$ cat config.mk
export PLATFORM = sky130hd
export DESIGN_NAME = irq_active_regs
export DESIGN_NICKNAME = d
export VERILOG_FILES = /design/src/rtl/irq_active_pkg.sv /design/src/rtl/irq_active_decode.sv /design/src/rtl/irq_active_store.sv /design/src/rtl/irq_active_readmux.sv /design/src/rtl/irq_active_regs.sv
export SDC_FILE = /design/constraint.sdc
export NUM_CORES = 1
export LEC_CHECK = 0
export ABC_AREA = 1
export BUFFER_PORTS_ARGS = -buffer_cell sky130_fd_sc_hd__buf_4
export CORE_MARGIN = 3
export CORE_UTILIZATION = 35
export DETAILED_ROUTE_END_ITERATION = 7
export PLACE_DENSITY = 0.56
export SLEW_MARGIN = 20
export SYNTH_ARGS = -nofsm -noshare
export SYNTH_HDL_FRONTEND = slang
export SYNTH_SLANG_ARGS = --single-unit
$ cat constraint.sdc
create_clock -name clk -period 3.1 [get_ports clk]
set_input_delay 0 -clock clk [delete_from_list [all_inputs] [get_ports clk]]
set_output_delay 0 -clock clk [all_outputs]
set_load 0.02 [all_outputs]
$ cat src/rtl/irq_active_pkg.sv
package irq_active_pkg;
  localparam logic [3:0] WIN_PAGE   = 4'h3;
  localparam int         NUM_INT_DF = 32;
  localparam int         BYTE_BITS  = 7;
  typedef logic [BYTE_BITS-1:0] byte_idx_t;
endpackage

$ cat src/rtl/irq_active_decode.sv
module irq_active_decode
  import irq_active_pkg::*;
#(
  parameter int NUM_IRQ  = 64,
  parameter int REVISION = 2
) (
  input  logic               acc_valid,
  input  logic               acc_write,
  input  logic [11:0]        acc_offset,
  input  logic [7:0]         acc_wdata,
  input  logic               acc_secure,
  input  logic               sec_ext_en,
  input  logic [NUM_IRQ-1:0] irq_group,
  output logic               acc_err,
  output logic               rd_ok,
  output byte_idx_t          byte_idx,
  output logic [NUM_IRQ-1:0] allowed,
  output logic [NUM_IRQ-1:0] set_vec,
  output logic [NUM_IRQ-1:0] clr_vec
);
  localparam bit REV_OK = (REVISION == 2);

  logic       in_win;
  logic [9:0] first_irq;
  logic       range_ok;
  logic       acc_ok;
  logic       wr_ok;

  assign in_win    = (acc_offset[11:8] == WIN_PAGE);
  assign byte_idx  = acc_offset[6:0];
  assign first_irq = {byte_idx, 3'b000};
  assign range_ok  = (int'(first_irq) < NUM_IRQ);
  assign acc_ok    = acc_valid && in_win && REV_OK && range_ok;
  assign acc_err   = acc_valid && in_win && !(REV_OK && range_ok);
  assign rd_ok     = acc_ok && !acc_write;
  assign wr_ok     = acc_ok && acc_write;

  for (genvar n = 0; n < NUM_IRQ; n++) begin : g_bit
    localparam int BYT = n / 8;
    localparam int BIT = n % 8;
    logic hit;
    assign allowed[n] = !(sec_ext_en && !acc_secure && !irq_group[n]);
    assign hit        = wr_ok && (byte_idx == BYTE_BITS'(BYT)) &&
                        acc_wdata[BIT] && allowed[n];
    assign set_vec[n] = hit && !acc_offset[7];
    assign clr_vec[n] = hit &&  acc_offset[7];
  end
endmodule

$ cat src/rtl/irq_active_store.sv
module irq_active_store #(
  parameter int NUM_IRQ = 64,
  parameter int NUM_CPU = 2,
  parameter int NUM_INT = 32,
  parameter int CPU_W   = 1,
  parameter int SHR_N   = 32
) (
  input  logic                            clk,
  input  logic                            rst_n,
  input  logic [CPU_W-1:0]                cpu,
  input  logic [NUM_IRQ-1:0]              set_vec,
  input  logic [NUM_IRQ-1:0]              clr_vec,
  output logic [NUM_CPU-1:0][NUM_INT-1:0] priv_q,
  output logic [SHR_N-1:0]                shr_q
);
  for (genvar c = 0; c < NUM_CPU; c++) begin : g_cpu
    always_ff @(posedge clk or negedge rst_n) begin
      if (!rst_n) priv_q[c] <= '0;
      else if (int'(cpu) == c)
        priv_q[c] <= (priv_q[c] | set_vec[NUM_INT-1:0]) & ~clr_vec[NUM_INT-1:0];
    end
  end

  if (NUM_IRQ > NUM_INT) begin : g_shared
    always_ff @(posedge clk or negedge rst_n) begin
      if (!rst_n) shr_q <= '0;
      else shr_q <= (shr_q | set_vec[NUM_IRQ-1:NUM_INT]) & ~clr_vec[NUM_IRQ-1:NUM_INT];
    end
  end else begin : g_no_shared
    assign shr_q = '0;
  end
endmodule

$ cat src/rtl/irq_active_readmux.sv
module irq_active_readmux
  import irq_active_pkg::*;
#(
  parameter int NUM_IRQ = 64,
  parameter int NUM_CPU = 2,
  parameter int NUM_INT = 32,
  parameter int CPU_W   = 1,
  parameter int SHR_N   = 32
) (
  input  logic [NUM_CPU-1:0][NUM_INT-1:0] priv_q,
  input  logic [SHR_N-1:0]                shr_q,
  input  logic [CPU_W-1:0]                cpu,
  input  logic                            rd_ok,
  input  byte_idx_t                       byte_idx,
  input  logic [NUM_IRQ-1:0]              allowed,
  output logic [7:0]                      rdata
);
  logic [NUM_INT-1:0] own_priv;
  logic [NUM_IRQ-1:0] view;
  logic [1023:0]      view_pad;

  always_comb begin
    own_priv = '0;
    for (int c = 0; c < NUM_CPU; c++)
      if (int'(cpu) == c) own_priv = priv_q[c];
  end

  if (NUM_IRQ > NUM_INT) begin : g_view_sh
    assign view = {shr_q[NUM_IRQ-NUM_INT-1:0], own_priv} & allowed;
  end else begin : g_view_pr
    assign view = own_priv[NUM_IRQ-1:0] & allowed;
  end

  always_comb begin
    view_pad = '0;
    view_pad[NUM_IRQ-1:0] = view;
    rdata = '0;
    for (int i = 0; i < 8; i++)
      if (rd_ok) rdata[i] = view_pad[{byte_idx, 3'(i)}];
  end
endmodule

$ cat src/rtl/irq_active_regs.sv
module irq_active_regs
  import irq_active_pkg::*;
#(
  parameter int NUM_IRQ  = 64,
  parameter int NUM_CPU  = 2,
  parameter int REVISION = 2,
  localparam int CPU_W   = (NUM_CPU > 1) ? $clog2(NUM_CPU) : 1
) (
  input  logic               clk,
  input  logic               rst_n,
  input  logic               acc_valid,
  input  logic               acc_write,
  input  logic [11:0]        acc_offset,
  input  logic [7:0]         acc_wdata,
  input  logic [CPU_W-1:0]   acc_cpu,
  input  logic               acc_secure,
  input  logic               sec_ext_en,
  input  logic [NUM_IRQ-1:0] irq_group,
  output logic [7:0]         acc_rdata,
  output logic               acc_err
);
  localparam int NUM_INT = NUM_INT_DF;
  localparam int SHR_N   = (NUM_IRQ > NUM_INT) ? NUM_IRQ - NUM_INT : 1;
  localparam int ST_W    = NUM_CPU * NUM_INT + SHR_N;

  logic                            rd_ok;
  byte_idx_t                       byte_idx;
  logic [NUM_IRQ-1:0]              allowed, set_vec, clr_vec;
  logic [NUM_CPU-1:0][NUM_INT-1:0] priv_q;
  logic [SHR_N-1:0]                shr_q;

  irq_active_decode #(.NUM_IRQ(NUM_IRQ), .REVISION(REVISION)) u_dec (
    .acc_valid(acc_valid), .acc_write(acc_write), .acc_offset(acc_offset),
    .acc_wdata(acc_wdata), .acc_secure(acc_secure), .sec_ext_en(sec_ext_en),
    .irq_group(irq_group), .acc_err(acc_err), .rd_ok(rd_ok),
    .byte_idx(byte_idx), .allowed(allowed), .set_vec(set_vec), .clr_vec(clr_vec)
  );

  irq_active_store #(.NUM_IRQ(NUM_IRQ), .NUM_CPU(NUM_CPU), .NUM_INT(NUM_INT),
                     .CPU_W(CPU_W), .SHR_N(SHR_N)) u_store (
    .clk(clk), .rst_n(rst_n), .cpu(acc_cpu), .set_vec(set_vec),
    .clr_vec(clr_vec), .priv_q(priv_q), .shr_q(shr_q)
  );

  irq_active_readmux #(.NUM_IRQ(NUM_IRQ), .NUM_CPU(NUM_CPU), .NUM_INT(NUM_INT),
                       .CPU_W(CPU_W), .SHR_N(SHR_N)) u_rd (
    .priv_q(priv_q), .shr_q(shr_q), .cpu(acc_cpu), .rd_ok(rd_ok),
    .byte_idx(byte_idx), .allowed(allowed), .rdata(acc_rdata)
  );

  logic [ST_W-1:0] st;
  logic            win_acc, good_wr;
  assign st      = {shr_q, priv_q};
  assign win_acc = acc_valid && (acc_offset[11:8] == WIN_PAGE);
  assign good_wr = acc_valid && acc_write && !acc_err;


  err_in_window_chk: assert property (@(posedge clk) disable iff (!rst_n)
    acc_err |-> win_acc);

  err_no_change_chk: assert property (@(posedge clk) disable iff (!rst_n)
    acc_err |=> $stable(st));

  idle_no_change_chk: assert property (@(posedge clk) disable iff (!rst_n)
    !(acc_valid && acc_write) |=> $stable(st));

  zero_data_chk: assert property (@(posedge clk) disable iff (!rst_n)
    (acc_valid && acc_write && acc_wdata == 8'h00) |=> $stable(st));

  set_no_clear_chk: assert property (@(posedge clk) disable iff (!rst_n)
    (good_wr && !acc_offset[7]) |=> ((st & $past(st)) == $past(st)));

  clr_no_set_chk: assert property (@(posedge clk) disable iff (!rst_n)
    (good_wr && acc_offset[7]) |=> ((st | $past(st)) == $past(st)));

  rev_reserved_chk: assert property (@(posedge clk) disable iff (!rst_n)
    (REVISION != 2 && win_acc) |-> acc_err);
endmodule

==> qor.txt, run 1 <==
Layout area overhead = 16.95%
Synthesized area = 6827 µm²
Setup Fix Bufs, Post-CTS = 0
Worst reg2reg path depth = 4
Count leader, synth = nand2_1
Hold_buf cts = 1
Dpl ws = 1242 ps
Antenna Nets Post-Route = 0
Hold Crit Class = in2reg
Max Clock Freq = 0.5329 GHz
Vias in the first global route = 6222
ANT cells = 0
Final hold vios = 0
Crit path required time = 3100 ps
GR Overflow Total = 0
Total negative slack = 0 ps
Final setup margin = 1223 ps
Htree depth = 3
#FFs+latches synth = 96
Clock root buffer = clkbuf_16
Fillers = 2054
Global-route wire length before repair = 34.71 mm
Wire length per cell = 15.26 µm
Fin crit share = 60.54%
CTS Buffer Depth = 2
Nets = 1257
Hold Path Stages = 3
Yosys cell types = 21
Leak pwr = 4.201 nW
CTS sink count = 96
Top cell type's share of synthesized area = 35.19%
Post-synth EDFFs = 0
Reg clk slew, reported paths = 70 ps
Final min period = 1877 ps
Max incr delay on CP = 580 ps
Layout cell share with drive strength beyond 1 = 12.98%
DRT Pass-1 Iters = 5
Arr. time, crit path = 1880 ps
Initial Util = 36.01%
Least-Margin Pin Slew = 1048 ps
Post-synth top cells = 404 x nand2_1, 202 x inv_1, 120 x nand3_1
Via count = 6852
CP Capture Type = output pin
Syn nets = 1200
Clk Latency, worst-skew pair = 360 ps
Dpl cells = 1414
DR iter-0 viols = 592
Final Util = 42.12%
Synth top area cells = dfrtp_1 35%, nand2_1 22%, inv_1 11%
RSZ-0062 raised after global routing = no
DIE HEIGHT = 145.7 µm
Worst reg-to-reg setup slack = 2380 ps
Via density = 4.788
Num rows = 50
Pin count of the biggest net entering global routing = 97
Avg Synthesized Cell Area = 6.156 µm²
Asr flop ratio synth = 100.0%
Die Wd = 145.7 µm
Worst Skew = 0 ps
Die footprint = 21220 µm²
Fin. max-slew vios = 0
Top-level port count = 100
Critical path class = in2out
Power per cell area = 358.1 nW/µm²
Total Routed Length = 21.83 mm
# resized after CTS = 0
Largest area contributor in the netlist = dfrtp_1
Register area share after synthesis = 35.19%
Initial antenna violation count = 0
Routability Congestion = 0.8475
VDD IR max = 0.2403 mV
Fin cells = 1431
Crit start category = primary input
Max-cap violations = 0
Worst Min Path Start = acc_wdata[5]
PortBufs = 99
DP HPWL = 15.00 mm
CTS buffer count = 9
CTS tree = built
Mapped Cells = 1109
Relative slew slack = 30.17%
Drt drc = 0
Synth Flop Type = dfrtp_1
Crit Path Max Fanout = 49
Finish-stage setup viols = 0
CP cell instances = buf_4, inv_2, nand2_1, nand2_1, nand2_1, nand2_1, nand3_1, nor2_1, nor2_1, nor2_1, buf_4
Slowest CP cell = inv_2
Outcome = finished, final reports clean
Count of synthesis-stage warnings from yosys = 0
All-Layer GR Usage = 20.51%
Cell mode on critical path = nand2_1
Core Region = 18960 µm²
==> worst max path at each step <==
stage,start,to,cells past startpoint
finish,acc_cpu,acc_rdata[0],11
global route,acc_cpu,acc_rdata[5],11
CTS,acc_cpu,acc_rdata[0],11
detailed placement,acc_offset[0],flip-flop,7
global placement,acc_cpu,acc_rdata[0],11
floorplan,acc_cpu,acc_rdata[5],10
==> layout by cell type (no fill, tap or decap), drive strengths merged <==
master       netlist  final
nand2            404    404
inv              209    210
nand3            122    122
buf               32    112
dfrtp             96     96
o21ai             78     78
nand4             64     64
nor2              49     49
nand3b            16     16
clkbuf            35     10
clkinv             3      6
nor3               1      1
bufinv             0      1
clkinvlp           0      1
dlygate4sd3        0      1
==> worst max-delay path: cells and delay by family <==
| kind | cells | cell delay [ps] |
|---|---|---|
| buffers and inverters | 3 | 1030 |
| AND/OR/NAND/NOR | 8 | 830 |
==> where the power goes <==
part | internal [mW] | switching (mW) | leakage (nW)
clock | 0.631 | 0.534 | 0.143
combinational | 0.146 | 0.297 | 3.05
sequential | 1.25 | 0.0000677 | 1.01
total | 2.03 | 0.830 | 4.20
==> layout make-up <==
type,count,area [µm²],share of cell area [%]
Clock buffer,10,229.0,2.868
Sequential cell,96,2402,30.09
Tap cell,260,325.3,4.075
Clock inverter,6,68.82,0.8619
Inverter,212,795.8,9.967
Multi-Input combinational cell,734,3312,41.48
Timing Repair Buffer,113,850.8,10.66
==> logic make-up after synthesis <==
group                  count (synthesis)  share of synthesized area (%)
AOI/OAI and AO/OA                     78                          5.719
buffers and inverters                279                          16.33
DFF                                   96                          35.19
and+or+nand+nor                      656                          42.76
==> through the flow <==
| stage | instance area [µm²] | power, mW | hold WS (ps) |
|---|---|---|---|
| 6_report | 7984 | 2.859 | 23.55 |
| 3_3_place_gp | 7676 | 1.721 | 166.7 |
| 3_5_place_dp | 7676 | 1.720 | 158.4 |
| 5_1_grt | 7984 | 2.981 | 17.22 |
| 4_1_cts | 7984 | 2.893 | 18.78 |
| 2_1_floorplan | 6827 | 1.504 | -295.6 |
==> routing by layer <==
layer	track usage, %	up-vias	wire length (µm)
li1	-	3525	-
met1	30.46	3129	10580
met2	30.91	174	9643
met3	3.332	24	1209
met4	5.556	0	402
met5	0	-	0
(Power assumes the default switching activity.)
==> run 2: changes to the inputs <==
--- a/config.mk
+++ b/config.mk
@@ -5,12 +5,12 @@
 export SDC_FILE = /design/constraint.sdc
 export NUM_CORES = 1
 export LEC_CHECK = 0
-export ABC_AREA = 1
+export ABC_AREA = 0
 export BUFFER_PORTS_ARGS = -buffer_cell sky130_fd_sc_hd__buf_4
 export CORE_MARGIN = 3
 export CORE_UTILIZATION = 35
 export DETAILED_ROUTE_END_ITERATION = 7
-export PLACE_DENSITY = 0.56
+export PLACE_DENSITY = 0.59
 export SLEW_MARGIN = 20
 export SYNTH_ARGS = -nofsm -noshare
 export SYNTH_HDL_FRONTEND = slang
==> constraint.sdc (replaced) <==
create_clock -name clk -period 1.66 [get_ports clk]
set_input_delay 0 -clock clk [delete_from_list [all_inputs] [get_ports clk]]
set_output_delay 0 -clock clk [all_outputs]
set_load 0.02 [all_outputs]
==> run 2 against run 1 <==
  * The run now ends with negative setup slack left
  * Via count shrank 19%
  * Critical path depth fell by 6
  * Non-clock buffer count up 34
  * Global-route usage increased by 0.39 points
  * Utilization rose by 4.4 points
  * Worst setup slack lost 1300 ps
==> qor.txt, run 2 <==
Crit start category = flip-flop
Combinational fraction of design power = 13.4% (-2.1 points)
Synth top area cells = dfrtp_1 40%, mux2i_1 13%, o21ai_0 8.7%
Power per cell area = 674.8 nW/µm² (+88%)
Layout area overhead = 29.14%
Max-cap violations = 0 (unchanged)
Compound-Gate Fraction of Synth Area = 12.99% (+7.3 points)
Total Routed Length = 19.13 mm (-12%)
Area share of and/or/nand/nor cells after synthesis = 21.09% (-22 points)
#FFs+latches synth = 96 (unchanged)
Asr flop ratio synth = 100.0% (unchanged)
Htree depth = 3 (unchanged)
Synth Flop Type = dfrtp_1
Via density = 5.475 (+14%)
Crit path buf inv count = 1 (-2)
Crit path required time = 1660 ps (-1440 ps)
DP HPWL = 13.53 mm (-9.8%)
Max incr delay on CP = 380 ps (-200 ps)
Leak pwr = 3.513 nW (-16%)
Routability Congestion = 0.8233 (-2.9%)
Layout cell share with drive strength beyond 1 = 29.57% (+17 points)
Fillers = 1622 (-21%)
Vias in the first global route = 5665 (-9.0%)
Clk Latency, worst-skew pair = 350 ps (about the same)
CTS sink count = 96 (unchanged)
Mapped Cells = 670 (-40%)
Slowest CP cell = dfrtp_1
Finish-stage setup viols = 1 (+1)
Failing checks = negative setup slack
Least-Margin Pin Slew = 552.8 ps (-494.7 ps)
Sequential share of power = 44.7% (+0.9 points)
Largest area contributor in the netlist = dfrtp_1
Final setup margin = -43.35 ps (-1267 ps)
Initial Util = 36.05% (+0.037 points)
Avg Synthesized Cell Area = 8.986 µm² (+46%)
Clk pwr share = 41.9% (+1.1 points)
Pin count of the biggest net entering global routing = 97 (unchanged)
Post-synth top cells = 105 x o21ai_0, 96 x dfrtp_1, 81 x mux2i_1
Relative slew slack = 63.14% (+33 points)
Fin crit share = 102.6%
ANT cells = 0 (unchanged)
Num rows = 47 (-6.0%)
Top cell type's share of synthesized area = 39.90% (+4.7 points)
Mux share of post-synthesis cell area = 18.89% (+19 points)
Post-synth EDFFs = 0 (unchanged)
CTS Buffer Depth = 2 (unchanged)
Crit Path Max Fanout = 2 (-96%)
Top-level port count = 100 (unchanged)
Syn nets = 761 (-37%)
Die Wd = 137.2 µm (-5.8%)
Die footprint = 18810 µm² (-11%)
All-Layer GR Usage = 20.90% (+0.39 points)
Nets = 875 (-30%)
Count of synthesis-stage warnings from yosys = 0 (unchanged)
Largest family of logic cells by synthesized area = simple AND/OR/NAND/NOR gates
Synthesized area = 6021 µm² (-12%)
Reg clk slew, reported paths = 70 ps (about the same)
Tot Pwr = 5.247 mW (+84%)
Via count = 5519 (-19%)
CP cell instances = mux2_2, a21oi_2, o221ai_2, a32o_2, buf_6
Post-Synth Adder-Cell Area = 0% (unchanged)
GR Overflow Total = 0 (unchanged)
Outcome = finished with violations
CTS buffer count = 9 (unchanged)
Drt drc = 0 (unchanged)
Fin cells = 1008 (-30%)
Fin. max-slew vios = 0 (unchanged)
DRT Pass-1 Iters = 5 (unchanged)
Final hold vios = 0 (unchanged)
DIE HEIGHT = 137.2 µm (-5.8%)
DR iter-0 viols = 425 (-28%)
Yosys cell types = 42 (+100%)
Switching Fraction = 25.16% (-3.9 points)
Dpl cells = 988 (-30%)
PortBufs = 99 (unchanged)
Worst Skew = 0 ps (unchanged)
Clock root buffer = clkbuf_16
Global-route wire length before repair = 30.17 mm (-13%)
Initial antenna violation count = 0 (unchanged)
Switching Power = 1.320 mW (+59%)
Final min period = 1703 ps
Hold Crit Class = in2reg
CP Capture Type = output pin
Register area share after synthesis = 39.90% (+4.7 points)
CP delay by family, top = compound AO/OA/AOI/OAI gates
Antenna Nets Post-Route = 0 (unchanged)
Commonest cells after routing, fill and taps aside = 134 x buf_4, 96 x dfrtp_1, 91 x o21ai_0, 81 x mux2i_1, 70 x nor3_1
Count leader, synth = o21ai_0
Max Clock Freq = 0.5871 GHz
CTS tree = built
VDD IR max = 0.4955 mV (+110%)
Wire length per cell = 18.98 µm (+24%)
Power Internal = 3.927 mW (+94%)
Critical path class = reg2out
Most common cell after layout, fill and taps aside = buf_4
Xor-xnor portion of the synthesized cell area = 0% (unchanged)
Dpl ws = -125.5 ps (-1368 ps)
Total negative slack = -43.35 ps (-43.35 ps)
Core Region = 16700 µm² (-12%)
Arr. time, crit path = 1700 ps (-180 ps)
RSZ-0062 raised after global routing = yes
run 2: repair_timing:
action,4_1_cts,5_1_grt
pin swaps,10,11
hold buffers,2,0
hold endpoints to repair,99,0
gates resized for setup,16,24
setup buffers,1,2
setup endpoints to repair,8,8
run 2: stage by stage:
step / area [µm²] / utilization, % / hold WS [ps]
after global placement: 7279 / 43.59 / 97.91
after global routing: 7775 / 46.55 / 37.25
final: 7775 / 46.55 / 26.60
after CTS: 7706 / 46.14 / 22.43
after floorplan: 6021 / - / -295.6
after detailed placement: 7279 / 43.59 / 104.2
run 2: final cells by class:
class	instances	area, µm²	area share (%)
Clock buffer	13	270.3	3.476
Clock inverter	2	37.54	0.4828
Inverter	65	244.0	3.138
Multi-Input combinational cell	465	3326	42.77
Sequential cell	96	2402	30.90
Tap cell	220	275.3	3.540
Timing Repair Buffer	147	1220	15.69
run 2: per-layer routing:
metal  GRT usage, %  wire length [µm]
met1          27.28              8443
met2          34.44              9288
met3          3.015               843
met4          9.257               555
met5              0                 0
run 2: worst paths after layout:
| check | from | to | slack (ps) | cells past startpoint |
|---|---|---|---|---|
| worst max-delay path | flip-flop | acc_rdata[7] | -40 | 5 |
| worst min-delay path | acc_wdata[3] | flip-flop | 30 | 4 |
| worst max register to register | flip-flop | flip-flop | 910 | 3 |
| worst min register to register | flip-flop | flip-flop | 490 | 2 |
| max in group asynchronous | rst_n | async pin | 990 | 3 |
| min in group asynchronous | rst_n | async pin | 230 | 3 |
run 2: worst register-to-register path: stages, from the launching register on:
cell and delay [ps]:
dfrtp_1 380, buf_4 130, inv_1 40, mux2i_1 60
run 2: power by group through the flow:
stage          registers, mW  clock network, mW  logic, mW
6_report                2.34               2.20      0.703
3_3_place_gp            2.39                  0      0.668
3_5_place_dp            2.39                  0      0.682
5_1_grt                 2.34               2.33      0.763
2_1_floorplan           2.39                  0      0.266
4_1_cts                 2.34               2.24      0.695
run 2: cells by family after synthesis:
group                  Yosys count
AND/OR/NAND/NOR                225
buffers and inverters          109
multiplexers                   103
flip-flops                      96
AO/OA/AOI/OAI                  137
==> run 3: changes to the inputs <==
--- a/config.mk
+++ b/config.mk
@@ -6,11 +6,12 @@
 export NUM_CORES = 1
 export LEC_CHECK = 0
 export ABC_AREA = 0
-export BUFFER_PORTS_ARGS = -buffer_cell sky130_fd_sc_hd__buf_4
 export CORE_MARGIN = 3
 export CORE_UTILIZATION = 35
 export DETAILED_ROUTE_END_ITERATION = 7
-export PLACE_DENSITY = 0.59
+export DONT_BUFFER_PORTS = 1
+export PLACE_DENSITY = 0.54
+export SKIP_LAST_GASP = 1
 export SLEW_MARGIN = 20
 export SYNTH_ARGS = -nofsm -noshare
 export SYNTH_HDL_FRONTEND = slang
==> run 3 against run 2 <==
  * The flow finishes with violations (negative hold slack, negative setup slack)
  * Count of clock-buffer cells in the layout is 1 lower
  * Non-clock buffer count shrank 79
  * Utilization decreased by 3.2 points
  * Via count shrank 4.5%
  * Critical path type unchanged
  * Largest power group unchanged
  * Highest routed layer unchanged
==> qor.txt, run 3 (synthesis results as in run 2) <==
Outcome = finished with violations
Failing checks = negative hold slack, negative setup slack
Wire length per cell = 21.20 µm (+12%)
Htree depth = 3 (unchanged)
Placed cell area = 6276 µm² (-14%)
Die Wd = 137.2 µm (unchanged)
Worst Skew = 0 ps (unchanged)
CTS Buffer Depth = 2 (unchanged)
Least-Margin Pin Slew = 672.5 ps (+119.7 ps)
Power per cell area = 680.3 nW/µm² (+0.81%)
Finish-stage setup viols = 1 (unchanged)
Total Routed Length = 19.72 mm (+3.1%)
Reg clk slew, reported paths = 70 ps (about the same)
Final setup margin = -7.153 ps (+36.20 ps)
Leak pwr = 3.068 nW (-13%)
DIE HEIGHT = 137.2 µm (unchanged)
CTS sink count = 96 (unchanged)
Initial antenna violation count = 0 (unchanged)
DP HPWL = 12.75 mm (-5.8%)
Core Region = 16700 µm² (unchanged)
Clk Latency, worst-skew pair = 350 ps (about the same)
Commonest cells after routing, fill and taps aside = 97 x o21ai_0, 96 x dfrtp_1, 81 x mux2i_1, 66 x nor3_1, 65 x inv_1
Max Clock Freq = 0.5998 GHz (+2.2%)
DRT Pass-1 Iters = 5 (unchanged)
Hold_buf cts = 42 (+40)
Crit start category = flip-flop
Max-cap violations = 0 (unchanged)
Via density = 5.669 (+3.5%)
CTS tree = built
Crit path required time = 1660 ps (about the same)
Arr. time, crit path = 1670 ps (-30 ps)
RSZ-0062 raised after global routing = yes
Global-route wire length before repair = 30.13 mm (-0.14%)
Num rows = 47 (unchanged)
PortBufs = 0 (-100%)
GRT Max-Usage Layer = met2
Fin. max-slew vios = 0 (unchanged)
GR Overflow Total = 0 (unchanged)
Met2 Use GR = 34.41% (about the same)
Top-level port count = 100 (unchanged)
Total negative slack = -7.153 ps (+36.20 ps)
Drt drc = 0 (unchanged)
Layout cell share with drive strength beyond 1 = 16.62% (-13 points)
VDD IR max = 0.4378 mV (-12%)
Final min period = 1667 ps (-36.20 ps)
Worst reg2reg path depth = 3 (unchanged)
All-Layer GR Usage = 21.05% (+0.14 points)
Global routing usage on met1 = 27.24% (-0.036 points)
Initial Util = 36.05% (unchanged)
Layout area overhead = 20.26%
Critical path class = reg2out
CP Capture Type = output pin
Pin count of the biggest net entering global routing = 97 (unchanged)
Via count = 5272 (-4.5%)
Worst reg-to-reg setup slack = 480 ps (-430 ps)
ANT cells = 0 (unchanged)
Hold Crit Class = in2async
Vias in the first global route = 5321 (-6.1%)
Die footprint = 18810 µm² (unchanged)
Slowest CP cell = mux4_2
Clock root buffer = clkbuf_16
Most common cell after layout, fill and taps aside = o21ai_0
Met3 Usage GRT = 4.926% (+1.9 points)
Final hold vios = 96 (+96)
CTS buffer count = 9 (unchanged)
Routability Congestion = 0.8087 (-1.8%)
Hold slack final = -658.2 ps (-684.8 ps)
CP cell instances = o21ai_0, mux4_2, o32ai_2, buf_4
Dpl ws = 9.206 ps (+134.7 ps)
Relative slew slack = 55.11% (-8.0 points)
Nets = 796 (-9.0%)
DR iter-0 viols = 470 (+11%)
Antenna Nets Post-Route = 0 (unchanged)
Crit Path Max Fanout = 2 (unchanged)
Finished Cell Area = 7241 µm² (-6.9%)
Fin crit share = 100.4% (-2.2 points)
Max incr delay on CP = 550 ps (+170 ps)
[run 3: cell types whose count changed in the layout (fill, tap and decap cells not counted), moves of 4 or more]
cell	before	now
dlygate4sd3_1	2	41
nor3_2	0	5
nor3_1	70	66
o21ai_0	91	97
o21ai_1	13	8
buf_12	8	1
buf_4	134	22
[run 3: metal layers]
layer,up-vias,share of wire (%)
met4,0,3.2
met1,2623,43
li1,2459,-
met5,-,0
met2,147,48
met3,43,6.2
[run 3: where the power goes]
part / switching (mW) / total [mW] / internal, mW
logic: 0.220 / 0.399 / 0.179
registers: 0.00164 / 2.34 / 2.34
clock network: 0.929 / 2.18 / 1.26
[run 3: timing repair]
item	in CTS	in global routing
pin swaps	7	14
setup buffers	0	6
gates resized for setup	19	19
hold endpoints to repair	192	96
endpoints found under the setup margin	8	13
[run 3: how the worst max path moves through the flow]
| stage | start | to | slack [ps] |
|---|---|---|---|
| 5_1_grt | flip-flop | acc_rdata[0] | -60 |
| 4_1_cts | flip-flop | acc_rdata[1] | -20 |
| 3_5_place_dp | acc_offset[6] | acc_rdata[3] | 9 |
| 6_report | flip-flop | acc_rdata[1] | -7 |
| 2_1_floorplan | acc_offset[6] | acc_rdata[0] | 90 |
| 3_3_place_gp | acc_offset[6] | acc_rdata[3] | 20 |
[run 3: final cells by class]
cell class	instances	area (µm²)
well taps	220	275.3
fillers	1650	9460
repair buffers	68	656.9
multi-input cells	465	3354
clock buffers	12	256.5
clock inverters	4	51.30
flip-flops and latches	96	2402
inverters	65	244.0
[run 3: per-stage QoR]
step	util (%)	instances	total power, mW	hold WS [ps]
floorplan	-	670	2.654	-295.6
global placement	37.58	866	2.634	-289.7
CTS	42.70	924	4.934	-663.5
finish	43.35	930	4.926	-658.2
global route	43.35	930	5.092	-671.7
detailed placement	37.58	866	2.639	-290.2
[run 3: critical path: cells and delay by family, from the launching register on]
| family | cells | cell delay (ps) |
|---|---|---|
| buffers and inverters | 1 | 190 |
| flip-flops | 1 | 330 |
| multiplexers | 1 | 550 |
| AO/OA/AOI/OAI | 2 | 250 |
